$ cat config.mk
export PLATFORM = sky130hd
export DESIGN_NAME = cmdbus_master
export DESIGN_NICKNAME = d
export VERILOG_FILES = /design/src/rtl/cmdbus_pkg.sv /design/src/rtl/cmdbus_decode.sv /design/src/rtl/cmdbus_fsm.sv /design/src/rtl/cmdbus_addr.sv /design/src/rtl/cmdbus_rsp.sv /design/src/rtl/cmdbus_master.sv
export SDC_FILE = /design/constraint.sdc
export NUM_CORES = 1
export LEC_CHECK = 0
export CORE_ASPECT_RATIO = 0.75
export CORE_UTILIZATION = 40
export CTS_BUF_LIST = sky130_fd_sc_hd__clkbuf_4
export DETAILED_ROUTE_END_ITERATION = 7
export GPL_TIMING_DRIVEN = 0
export PLACE_DENSITY = 0.67
export SYNTH_ARGS = -nofsm -noshare
export SYNTH_HDL_FRONTEND = slang
export SYNTH_HIERARCHICAL = 1
export SYNTH_SLANG_ARGS = --single-unit
$ cat constraint.sdc
create_clock -name clk -period 5.2 [get_ports clk]
set_clock_uncertainty 0.2 [all_clocks]
set_input_delay 1.56 -clock clk [delete_from_list [all_inputs] [get_ports clk]]
set_output_delay 1.56 -clock clk [all_outputs]
set_load 0.01 [all_outputs]
$ cat src/rtl/cmdbus_pkg.sv
`timescale 1ns/1ps
package cmdbus_pkg;
  localparam int TAG_W = 2;
  localparam int CTL_W = 4;

  typedef enum logic [1:0] {
    CMD_RD   = 2'b00,
    CMD_WR   = 2'b01,
    CMD_ADDR = 2'b10,
    CMD_SYS  = 2'b11
  } cmd_kind_e;

  typedef enum logic [1:0] {
    RSP_WACK  = 2'b00,
    RSP_RDATA = 2'b01,
    RSP_AACK  = 2'b10,
    RSP_SYS   = 2'b11
  } rsp_kind_e;

  typedef enum logic [1:0] {
    ST_IDLE = 2'b00,
    ST_REQ  = 2'b01,
    ST_WAIT = 2'b10
  } bus_state_e;

  typedef struct packed {
    logic rd;
    logic wr;
    logic set_addr;
    logic bus_rst;
  } cmd_take_t;
endpackage

$ cat src/rtl/cmdbus_decode.sv
`timescale 1ns/1ps
module cmdbus_decode
  import cmdbus_pkg::*;
(
  input  logic             valid,
  input  logic             busy,
  input  logic [TAG_W-1:0] kind,
  input  logic [CTL_W-1:0] ctl,
  output cmd_take_t        take
);
  cmd_kind_e k;
  logic      normal;

  assign k      = cmd_kind_e'(kind);
  assign normal = valid && !busy;

  always_comb begin
    take          = '0;
    take.rd       = normal && (k == CMD_RD);
    take.wr       = normal && (k == CMD_WR);
    take.set_addr = normal && (k == CMD_ADDR);
    take.bus_rst  = valid && (k == CMD_SYS) && (ctl == '0);
  end
endmodule

$ cat src/rtl/cmdbus_fsm.sv
`timescale 1ns/1ps
module cmdbus_fsm
  import cmdbus_pkg::*;
(
  input  logic clk,
  input  logic rst,
  input  logic start,
  input  logic abort,
  input  logic stall,
  input  logic ack,
  input  logic err,
  output logic cyc,
  output logic stb,
  output logic issued,
  output logic ack_hit,
  output logic err_hit
);
  bus_state_e st, st_nx;

  assign cyc     = (st != ST_IDLE);
  assign stb     = (st == ST_REQ);
  assign issued  = stb && !stall;
  assign ack_hit = cyc && ack && !(stb && stall) && !abort;
  assign err_hit = cyc && err && !abort;

  always_comb begin
    st_nx = st;
    if (abort) begin
      st_nx = ST_IDLE;
    end else begin
      case (st)
        ST_IDLE: if (start) st_nx = ST_REQ;
        ST_REQ: begin
          if (err)         st_nx = ST_IDLE;
          else if (!stall) st_nx = ack ? ST_IDLE : ST_WAIT;
        end
        ST_WAIT: if (err || ack) st_nx = ST_IDLE;
        default: st_nx = ST_IDLE;
      endcase
    end
  end

  always_ff @(posedge clk) begin
    if (rst) st <= ST_IDLE;
    else     st <= st_nx;
  end
endmodule

$ cat src/rtl/cmdbus_addr.sv
`timescale 1ns/1ps
module cmdbus_addr #(
  parameter int ADDR_W = 30
) (
  input  logic              clk,
  input  logic              rst,
  input  logic              set,
  input  logic              rel,
  input  logic              inc,
  input  logic [ADDR_W-1:0] value,
  input  logic              issued,
  output logic [ADDR_W-1:0] addr,
  output logic [ADDR_W-1:0] addr_new
);
  logic step_en;

  assign addr_new = rel ? (addr + value) : value;

  // Address needs no reset value; only the step flag does.
  always_ff @(posedge clk) begin
    if (set)                   addr <= addr_new;
    else if (issued && step_en) addr <= addr + ADDR_W'(1);
  end

  always_ff @(posedge clk) begin
    if (rst)      step_en <= 1'b0;
    else if (set) step_en <= inc;
  end
endmodule

$ cat src/rtl/cmdbus_rsp.sv
`timescale 1ns/1ps
module cmdbus_rsp
  import cmdbus_pkg::*;
#(
  parameter int DATA_W = 32,
  parameter int ADDR_W = 30,
  localparam int RSP_W = DATA_W + TAG_W
) (
  input  logic              clk,
  input  logic              rst,
  input  logic              bus_rst,
  input  logic              err_hit,
  input  logic              ack_hit,
  input  logic              set_addr,
  input  logic              we,
  input  logic [DATA_W-1:0] rdata,
  input  logic [ADDR_W-1:0] addr_new,
  output logic              valid,
  output logic [RSP_W-1:0]  word
);
  localparam logic [DATA_W-1:0] PL_RST = '0;
  localparam logic [DATA_W-1:0] PL_ERR = {3'b001, {(DATA_W-3){1'b0}}};
  localparam logic [DATA_W-1:0] PL_ONE = DATA_W'(1);

  always_ff @(posedge clk) begin
    if (rst) valid <= 1'b0;
    else     valid <= bus_rst || err_hit || ack_hit || set_addr;
  end

  always_ff @(posedge clk) begin
    if (bus_rst)      word <= {RSP_SYS, PL_RST};
    else if (err_hit) word <= {RSP_SYS, PL_ERR};
    else if (ack_hit) word <= we ? {RSP_WACK, PL_ONE} : {RSP_RDATA, rdata};
    else if (set_addr)
      word <= {RSP_AACK, {(DATA_W-ADDR_W){1'b0}}, addr_new};
  end
endmodule

$ cat src/rtl/cmdbus_master.sv
`timescale 1ns/1ps
module cmdbus_master
  import cmdbus_pkg::*;
#(
  parameter int DATA_W = 32,
  parameter int ADDR_W = 30,
  localparam int CMD_W = DATA_W + TAG_W
) (
  input  logic              clk,
  input  logic              rst,
  input  logic              cmd_valid,
  input  logic [CMD_W-1:0]  cmd_word,
  output logic              cmd_busy,
  output logic              rsp_valid,
  output logic [CMD_W-1:0]  rsp_word,
  output logic              bus_cyc,
  output logic              bus_stb,
  output logic              bus_we,
  output logic [ADDR_W-1:0] bus_addr,
  output logic [DATA_W-1:0] bus_wdata,
  input  logic              bus_stall,
  input  logic              bus_ack,
  input  logic [DATA_W-1:0] bus_rdata,
  input  logic              bus_err
);
  cmd_take_t         take;
  logic              issued, ack_hit, err_hit;
  logic [ADDR_W-1:0] addr_new;

  assign cmd_busy = bus_cyc;

  cmdbus_decode u_dec (
    .valid (cmd_valid),
    .busy  (bus_cyc),
    .kind  (cmd_word[CMD_W-1 -: TAG_W]),
    .ctl   (cmd_word[DATA_W-1 -: CTL_W]),
    .take  (take)
  );

  cmdbus_fsm u_fsm (
    .clk     (clk),
    .rst     (rst),
    .start   (take.rd || take.wr),
    .abort   (take.bus_rst),
    .stall   (bus_stall),
    .ack     (bus_ack),
    .err     (bus_err),
    .cyc     (bus_cyc),
    .stb     (bus_stb),
    .issued  (issued),
    .ack_hit (ack_hit),
    .err_hit (err_hit)
  );

  cmdbus_addr #(.ADDR_W(ADDR_W)) u_addr (
    .clk      (clk),
    .rst      (rst),
    .set      (take.set_addr),
    .rel      (cmd_word[DATA_W-1]),
    .inc      (cmd_word[DATA_W-2]),
    .value    (cmd_word[ADDR_W-1:0]),
    .issued   (issued),
    .addr     (bus_addr),
    .addr_new (addr_new)
  );

  // Direction and write data load on any accepted access; data unused on reads.
  always_ff @(posedge clk) begin
    if (take.rd || take.wr) begin
      bus_we    <= take.wr;
      bus_wdata <= cmd_word[DATA_W-1:0];
    end
  end

  cmdbus_rsp #(.DATA_W(DATA_W), .ADDR_W(ADDR_W)) u_rsp (
    .clk      (clk),
    .rst      (rst),
    .bus_rst  (take.bus_rst),
    .err_hit  (err_hit),
    .ack_hit  (ack_hit),
    .set_addr (take.set_addr),
    .we       (bus_we),
    .rdata    (bus_rdata),
    .addr_new (addr_new),
    .valid    (rsp_valid),
    .word     (rsp_word)
  );
endmodule

==> results of run 1 <==
## cells in the mapped netlist (all sizes together), types with 13 or more instances
cell and instances:
a211oi 62, a21o 14, a21oi 33, a31oi 13, buf 19, clkbuf 21
dfxtp 38, edfxtp 63, ha 30, mux2 37, nand2 90, nand2b 14
nor2 41, nor2b 33, o21ai 28, xnor2 32, xor2 17
## path summary, 6_finish.rpt
check,from,slack [ns],endpoint,cells after the start
min,u_addr/step_en,0.32,u_addr/step_en,2
max reg2reg,u_addr/addr[0],1.29,u_rsp/word[28],12
max,cmd_word[0],0.31,u_rsp/word[28],13
min reg2reg,u_addr/step_en,0.32,u_addr/step_en,2
## logic make-up after synthesis
| group | share of synthesized area (%) |
|---|---|
| AOI/OAI and AO/OA | 22.3 |
| DFF | 38.3 |
| buffers and inverters | 3.62 |
| xor gates and xnor gates | 6.20 |
| muxes | 6.82 |
| and+or+nand+nor | 17.0 |
| adders and majority gates | 5.71 |
## per-layer routing
layer | up-vias | GRT usage (%) | share of wire [%]
met3 | 14 | 6.36 | 7.2
met5 | - | 0 | 0
met2 | 190 | 35.9 | 42
met4 | 0 | 4.80 | 0.92
met1 | 2829 | 36.1 | 50
li1 | 2893 | - | -
## worst min-delay path, cell delays in order (launching register included)
cell and delay, ns:
dfxtp_1 0.36, mux2i_1 0.07, nor2_1 0.08
## cell type report
type / instances / area (um2)
Fill cell: 1534 / 7820
Multi-Input combinational cell: 536 / 4020
Sequential cell: 101 / 2650
Timing Repair Buffer: 172 / 1720
Tap cell: 215 / 269
Buffer: 40 / 209
Clock buffer: 11 / 82.6
Clock inverter: 5 / 57.6
Inverter: 11 / 41.3
Antenna cell: 1 / 2.50
## per-stage QoR
| step | instance area, um2 | power [mW] | hold WS [ns] |
|---|---|---|---|
| 3_5_place_dp | 8910 | 1.83 | 0.285 |
| 4_1_cts | 9050 | 2.28 | 0.323 |
| 3_3_place_gp | 8910 | 1.83 | 0.275 |
| 6_report | 9050 | 2.27 | 0.324 |
| 2_1_floorplan | 6920 | 1.48 | 0.260 |
| 5_1_grt | 9050 | 2.38 | 0.348 |
## registers in the layout (all words and copies together), names as in the netlist
| signal | cells |
|---|---|
| bus_wdata | 32 |
| bus_we | 1 |
| u_addr/addr | 30 |
| u_addr/step_en | 1 |
| u_fsm/st | 2 |
| u_rsp/valid | 1 |
| u_rsp/word | 34 |
## power breakdown
part	switching [mW]	internal, mW	leakage [nW]
combinational	0.386	0.435	2.37
sequential	0.0584	0.949	0.900
clock	0.281	0.160	0.0798
total	0.726	1.54	3.35
==> results.yml, run 1 <==
status:
  status: "completed"
yosys:
  yosys.area.top_type: "edfxtp_1"
  synth_top_area_share_pct: 27.3
  async_flop_share_pct: 0
  ys_ff_latch: 101
  yosysWarnings: 6
  synth_edf_count: 63
  synth_flop_cell: "edfxtp_1"
  yosysUniqueCellTypes: 65
  ys_seq_area_share_pct: 38.3
  synth_area_mm2: 0.00692
  synth_nets: 791
  syn_area_per_cell_um2: 10.1
  syn_inst: 688
  synth_area_leaders: "edfxtp_1 (27%), dfxtp_1 (11%), a211oi_2 (9.4%)"
timing:
  drv_slew: 0
  relSlewSlack_pct: 34.6
  setup_viol_count_final: 0
  hold_viol_final: 0
  tightest_slew_ns: 0.980
  fin_crit_sh_pct: 94.0
  fin_crit_ns: 4.89
  fmax_mhz: 205
  setup_ws_ns: 0.312
  rsz0062_at_grt: "false"
  finalSetupTns_ns: 0
run:
  maxCapViolCount: 0
global_routing:
  overflow: 0
  antenna_found_initial: 1
  grt_pass1_vias: 5633
  grt.total_usage_pct: 24.5
  grt_max_degree: 35
  grt_pass1_wl_mm: 32.7
die:
  dieArea_mm2: 0.0178
  die_h_um: 116
  coreArea_mm2: 0.0169
  num_io_pins: 173
  start_util_pct: 41.0
  die_w_um: 154
  rows: 41
place:
  placedCellCount: 1075
  place.gp.congestion: 0.918
  hpwl_mm: 16.2
  portBuffers: 172
  pre_cts_ws_ns: -0.108
route:
  drt_iter0_markers: 407
  antenna_left: 0
  first_pass_iters: 5
  vias_per_cell: 5.43
  vias: 5926
  totalWireLength_mm: 21.3
  wl_per_cell_um: 19.5
  post-route-drc-count: 0
clock_network:
  cts.clk_slew.worst_paths_ns: 0.16
  clock_latency_ns: 0.52
  numCtsBuffers: 9
  clock_sinks: 101
  postCtsSetupRepairBufs: 0
  cts_resized: 0
  cts_tree: "built"
  cts.hold.buffers_added: 0
  clockBufferDepth: 2
  cts_root_buffer: "clkbuf_4"
  htree_levels: 3
finish:
  drive_above_1_share_pct: 16.2
  final_cells: 1092
  mostFrequentLayoutCells: "clkdlybuf4s50_1 (172), nand2_1 (89), edfxtp_1 (63), a211oi_2 (52), nor2_1 (41)"
  layout_commonest_cell: "clkdlybuf4s50_1"
  fin_nets: 974
  syn_to_final_growth_pct: 30.9
  final_util_pct: 53.7
pwr:
  p_leak_nw: 3.35
  peakVddDrop_v: 0.000142
  power_density_mw_per_mm2: 251
setup_path:
  worstPathRequired_ns: 5.46
  cpMaxStageDelayCell: "a211oi_1"
  crit_buf_inv: 1
  cp.arrival_ns: 5.14
  worstSetupEndpointType: "register"
  worstPathCellList: "clkdlybuf4s50_1, ha_1, fa_1, a211oi_1, o21ai_2, a31oi_2, o221a_4, o41ai_4, a311oi_2, mux2_4, nand2_1, a211oi_2, a211oi_2"
  path_max_fanout: 3
  critPathLaunchType: "input pin"
  path_common_cell: "a211oi_2"
  crit_family: "compound AO/OA/AOI/OAI gates"
  path_class: "in2reg"
  cpPeakStageDelay_ns: 0.55
worst_hold_path:
  holdCritPathClass: "reg2reg"
Power figures use the tool's default switching activity.
==> run 2, diff against run 1 <==
PLACE_DENSITY = 0.68   (was 0.67)
SYNTH_HIERARCHICAL = default   (was 1)
==> run 2 against run 1 <==
Against the previous run: non-clock buffer count down 6; area after synthesis down 8.5%; worst hold slack worse by 0.039 ns; highest routed layer unchanged; clock power down 4%.
==> results.yml, run 2 <==
status:
  status: "completed"
die:
  die_h_um: 111
  num_io_pins: 173
  coreArea_mm2: 0.0153
  start_util_pct: 41.3
  dieArea_mm2: 0.0163
  rows: 39
  die_w_um: 147
route:
  wl_per_cell_um: 19.7
  post-route-drc-count: 0
  totalWireLength_mm: 21.4
  first_pass_iters: 5
  drt_iter0_markers: 523
  vias_per_cell: 5.65
  vias: 6164
  antenna_left: 0
setup_path:
  cpMaxStageDelayCell: "a31o_2"
  r2r_setup_slack_ns: 1.50
  reg2reg_to: "u_addr.addr[15]"
  path_class: "in2reg"
  reg2reg_from: "u_fsm.st[1]"
  path_max_fanout: 30
  path_depth: 7
  worstSetupEndpointType: "register"
  crit_buf_inv: 4
  critPathLaunchType: "input pin"
  cpPeakStageDelay_ns: 0.85
  cp.arrival_ns: 4.58
  worstPathRequired_ns: 5.14
  crit_family: "buffers and inverters"
  worstPathCellList: "clkdlybuf4s50_1, nand2_1, nor3_1, buf_2, buf_2, buf_1, a31o_2"
  ff2ff_path_depth: 7
  path_common_cell: "buf_2"
finish:
  syn_to_final_growth_pct: 33.9
  final_cells: 1091
  largest_reg_flops: 34
  top_register: "u_rsp.word"
  layout_commonest_cell: "clkdlybuf4s50_1"
  layout_top_registers: "u_rsp.word x34, bus_wdata x32, u_addr.addr x30"
  fin_nets: 984
  drive_above_1_share_pct: 5.98
  n_antenna_cell: 0
  mostFrequentLayoutCells: "clkdlybuf4s50_1 (172), nand2_1 (77), a21oi_1 (67), edfxtp_1 (63), nor2_1 (62)"
global_routing:
  overflow: 0
  grt.total_usage_pct: 26.9
  grt_max_degree: 31
  grt_pass1_vias: 5871
  grt_pass1_wl_mm: 33.7
  antenna_found_initial: 0
clock_network:
  cts_tree: "built"
  clockBufferDepth: 2
  cts.clk_slew.worst_paths_ns: 0.15
  cts_resized: 0
  cts.hold.buffers_added: 0
  clock_sinks: 101
  cts_root_buffer: "clkbuf_4"
  htree_levels: 3
  numCtsBuffers: 9
  clock_latency_ns: 0.51
  postCtsSetupRepairBufs: 0
worst_hold_path:
  worstHoldStart: "u_rsp.word[32]"
  hold-path-endpoint: "u_rsp.word[32]"
  whs_path_depth: 1
  holdCritPathClass: "reg2reg"
yosys:
  async_flop_share_pct: 0
  synth_most_common_cell: "nand2_1"
  ys_seq_area_share_pct: 41.9
  synth_nets: 800
  yosysUniqueCellTypes: 70
  synth_area_leaders: "edfxtp_1 (30%), dfxtp_1 (12%), ha_1 (5.9%)"
  yosysWarnings: 0
  syn_inst: 697
  synthTopCellsByCount: "nand2_1 (77), a21oi_1 (67), edfxtp_1 (63), nor2_1 (63), o21ai_0 (49)"
  syn_area_per_cell_um2: 9.08
  synth_area_mm2: 0.00633
  ys_ff_latch: 101
  synth_flop_cell: "edfxtp_1"
  synth_top_area_share_pct: 29.9
  yosys.area.top_type: "edfxtp_1"
  synth_edf_count: 63
timing:
  drv_slew: 0
  rsz0062_at_grt: "false"
  fmax_mhz: 216
  setup_viol_count_final: 0
  tightest_slew_ns: 0.958
  whs_ns: 0.286
  relSlewSlack_pct: 36.1
  fin_crit_sh_pct: 89.2
  hold_viol_final: 0
  fin_crit_ns: 4.64
place:
  place.gp.congestion: 0.891
  hpwl_mm: 16.2
  portBuffers: 172
  placedCellCount: 1075
run:
  maxCapViolCount: 0
pwr:
  intPower_mw: 1.40
  p_sw_mw: 0.640
  peakVddDrop_v: 0.000139
  p_clk_share_pct: 20.7
  power_density_mw_per_mm2: 241
  seqPwrFrac_pct: 48.3
  p_leak_nw: 3.08
  switching_share_pct: 31.3
  combPwrFrac_pct: 31.0
[run 2: per-stage QoR]
| step | total power, mW | cell area [um2] | TNS (ns) | util, % | worst slack (ns) |
|---|---|---|---|---|---|
| floorplan | 1.31 | 6330 | 0 | - | 1.10 |
| global placement | 1.63 | 8310 | -0.0287 | 54.2 | -0.00319 |
| detailed placement | 1.63 | 8340 | 0 | 54.4 | 0.0506 |
| CTS | 2.05 | 8480 | 0 | 55.3 | 0.607 |
| global route | 2.15 | 8480 | 0 | 55.3 | 0.396 |
| finish | 2.04 | 8480 | 0 | 55.3 | 0.561 |
[run 2: power groups by stage]
stage | logic (mW) | registers [mW] | clock network (mW)
global route | 0.688 | 0.997 | 0.461
floorplan | 0.275 | 1.04 | 0
CTS | 0.631 | 0.986 | 0.433
detailed placement | 0.626 | 1.00 | 0
global placement | 0.623 | 1.00 | 0
finish | 0.634 | 0.987 | 0.423
[run 2: layout make-up]
type                       instances  area [um2]
clock buffer                       9        67.6
fill                            1442        6850
inverter                          11        41.3
clock inverter                     7        66.3
multi-input combinational        552        3490
timing repair buffer             173        1750
tap                              205         256
sequential                       101        2650
buffer                            33         153
[run 2: how the worst max path moves through the flow]
stage / to / from / slack [ns]
after floorplan: u_addr.addr[24] / cmd_word[0] / 1.10
after global placement: bus_wdata[12] / cmd_valid / -0.003
after detailed placement: u_addr.addr[14] / cmd_word[33] / 0.05
after CTS: u_addr.addr[14] / cmd_word[33] / 0.61
after global routing: u_addr.addr[14] / cmd_word[33] / 0.40
final: u_addr.addr[15] / cmd_word[33] / 0.56
[run 2: cell families after synthesis]
family                   Yosys count  synth area share (%)
adder cells (fa/ha/maj)           31                  6.25
flip-flops                       101                  41.9
AO/OA/AOI/OAI                    228                  23.5
multiplexers                       7                  1.15
XOR/XNOR                          50                  6.92
buffers and inverters             44                  3.06
AND/OR/NAND/NOR                  236                  17.2
[run 2: per-layer routing]
layer  GRT usage (%)  share of wire, %  up-vias
li1                -                 -     2974
met1            40.3                49     2905
met2            37.8                41      264
met3            7.16               8.6       21
met4            6.67               1.2        0
met5               0                 0        -
[run 2: worst reg2reg max path, delay by kind of cell (launching register included)]
family          cells  cell delay, ns
buf+inv             4            1.37
compound gates      1            0.85
simple gates        2            0.52
flops               1            0.38
==> run 3, diff against run 2 <==
CORE_MARGIN = 8   (was default)
==> run 3 against run 2 <==
Against the previous run: sequential cell count is the same; clock-buffer cell count increased by 2; cell count is the same; power is 8.2% higher; routed wire length up 6.8%; first-iteration DRC count grew 15%; worst setup slack improved by 0.056 ns; maximum frequency up 1.2%; clock power rose by 38%; cell area is 0.86% higher; via count up 1.7%; register-to-register slack improved by 0.07 ns; largest power group unchanged.
==> results.yml, run 3 (synthesized netlist as in run 2, its figures left out) <==
setup_path:
  cp.arrival_ns: 4.53
  worstSetupEndpointType: "register"
  r2r_setup_slack_ns: 1.57
  path_max_fanout: 30
  worstPathRequired_ns: 5.14
  path_class: "in2reg"
  critPathLaunchType: "input pin"
clock_network:
  htree_levels: 3
  numCtsBuffers: 9
  clock_latency_ns: 0.51
  cts.clk_slew.worst_paths_ns: 0.15
  postCtsSetupRepairBufs: 0
  clockBufferDepth: 2
  clock_sinks: 101
  cts_tree: "built"
  cts.hold.buffers_added: 0
  cts_resized: 0
  cts_root_buffer: "clkbuf_4"
global_routing:
  grt_pass1_vias: 6086
  grt_pass1_wl_mm: 35.8
  overflow: 0
  grt_max_degree: 31
  grt.total_usage_pct: 22.5
  antenna_found_initial: 0
finish:
  n_antenna_cell: 0
  largest_reg_flops: 34
  layout_top_registers: "u_rsp.word x34, bus_wdata x32, u_addr.addr x30"
  layout_commonest_cell: "clkdlybuf4s50_1"
  syn_to_final_growth_pct: 35.1
  drive_above_1_share_pct: 5.98
  top_register: "u_rsp.word"
  mostFrequentLayoutCells: "clkdlybuf4s50_1 (172), nand2_1 (77), a21oi_1 (67), edfxtp_1 (63), nor2_1 (62)"
  fin_nets: 984
  final_cells: 1091
route:
  post-route-drc-count: 0
  antenna_left: 0
  totalWireLength_mm: 22.9
  vias_per_cell: 5.75
  vias: 6268
  wl_per_cell_um: 21.0
  first_pass_iters: 5
  drt_iter0_markers: 600
run:
  maxCapViolCount: 0
die:
  die_h_um: 125
  rows: 39
  die_w_um: 161
  dieArea_mm2: 0.0201
  num_io_pins: 173
  start_util_pct: 41.2
  coreArea_mm2: 0.0154
timing:
  fmax_mhz: 218
  rsz0062_at_grt: "false"
  relSlewSlack_pct: 36.7
  fin_crit_ns: 4.58
  tightest_slew_ns: 0.950
  hold_viol_final: 0
  setup_viol_count_final: 0
  drv_slew: 0
  setup_ws_ns: 0.618
  fin_crit_sh_pct: 88.1
pwr:
  peakVddDrop_v: 0.000192
  p_leak_nw: 3.12
  power_density_mw_per_mm2: 259
place:
  placedCellCount: 1075
  pre_cts_ws_ns: 0.0402
  place.gp.congestion: 0.919
  hpwl_mm: 17.5
  portBuffers: 172
status:
  status: "completed"
worst_hold_path:
  holdCritPathClass: "reg2reg"
==> run 3: layout make-up <==
type                       count  area [um2]
sequential                   101        2650
fill                        1459        6820
inverter                      11        41.3
timing repair buffer         173        1750
clock inverter                 5         124
clock buffer                  11        82.6
buffer                        33         153
tap                          205         256
multi-input combinational    552        3490
==> run 3: stage by stage <==
step                      total power, mW  utilization [%]  instance area (um2)  TNS, ns  hold slack (ns)
final                                2.21             55.6                 8550        0            0.280
after global routing                 2.31             55.6                 8550        0            0.290
after CTS                            2.22             55.6                 8550        0            0.272
after detailed placement             1.64             54.3                 8340        0            0.252
after global placement               1.63             54.0                 8310  -0.0424            0.248
after floorplan                      1.31                -                 6330        0            0.231
==> run 3: critical path: stages <==
cell	delay, ns
clkdlybuf4s50_1	0.57
nand2_1	0.09
nor3_1	0.25
buf_2	0.30
buf_2	0.33
buf_1	0.57
a31o_2	0.84
==> run 3: final timing paths <==
path / start / endpoint / cells past startpoint
worst min-delay path: u_addr.step_en / u_addr.step_en / 2
worst min register to register: u_addr.step_en / u_addr.step_en / 2
worst max-delay path: cmd_word[33] / u_addr.addr[12] / 7
worst max register to register: u_addr.addr[0] / u_addr.addr[26] / 10
==> run 3: metal layers <==
metal	part of all wire, %	vias to the layer above	global-route usage [%]
li1	-	2966	-
met1	47	3004	31.7
met2	42	280	32.7
met3	10	18	8.10
met4	0.80	0	4.24
met5	0	-	0
==> run 3: power breakdown <==
group	leakage [nW]	internal (mW)	switching, mW
registers	0.901	0.938	0.0477
clock network	0.109	0.301	0.282
logic	2.11	0.323	0.319
total	3.12	1.56	0.649
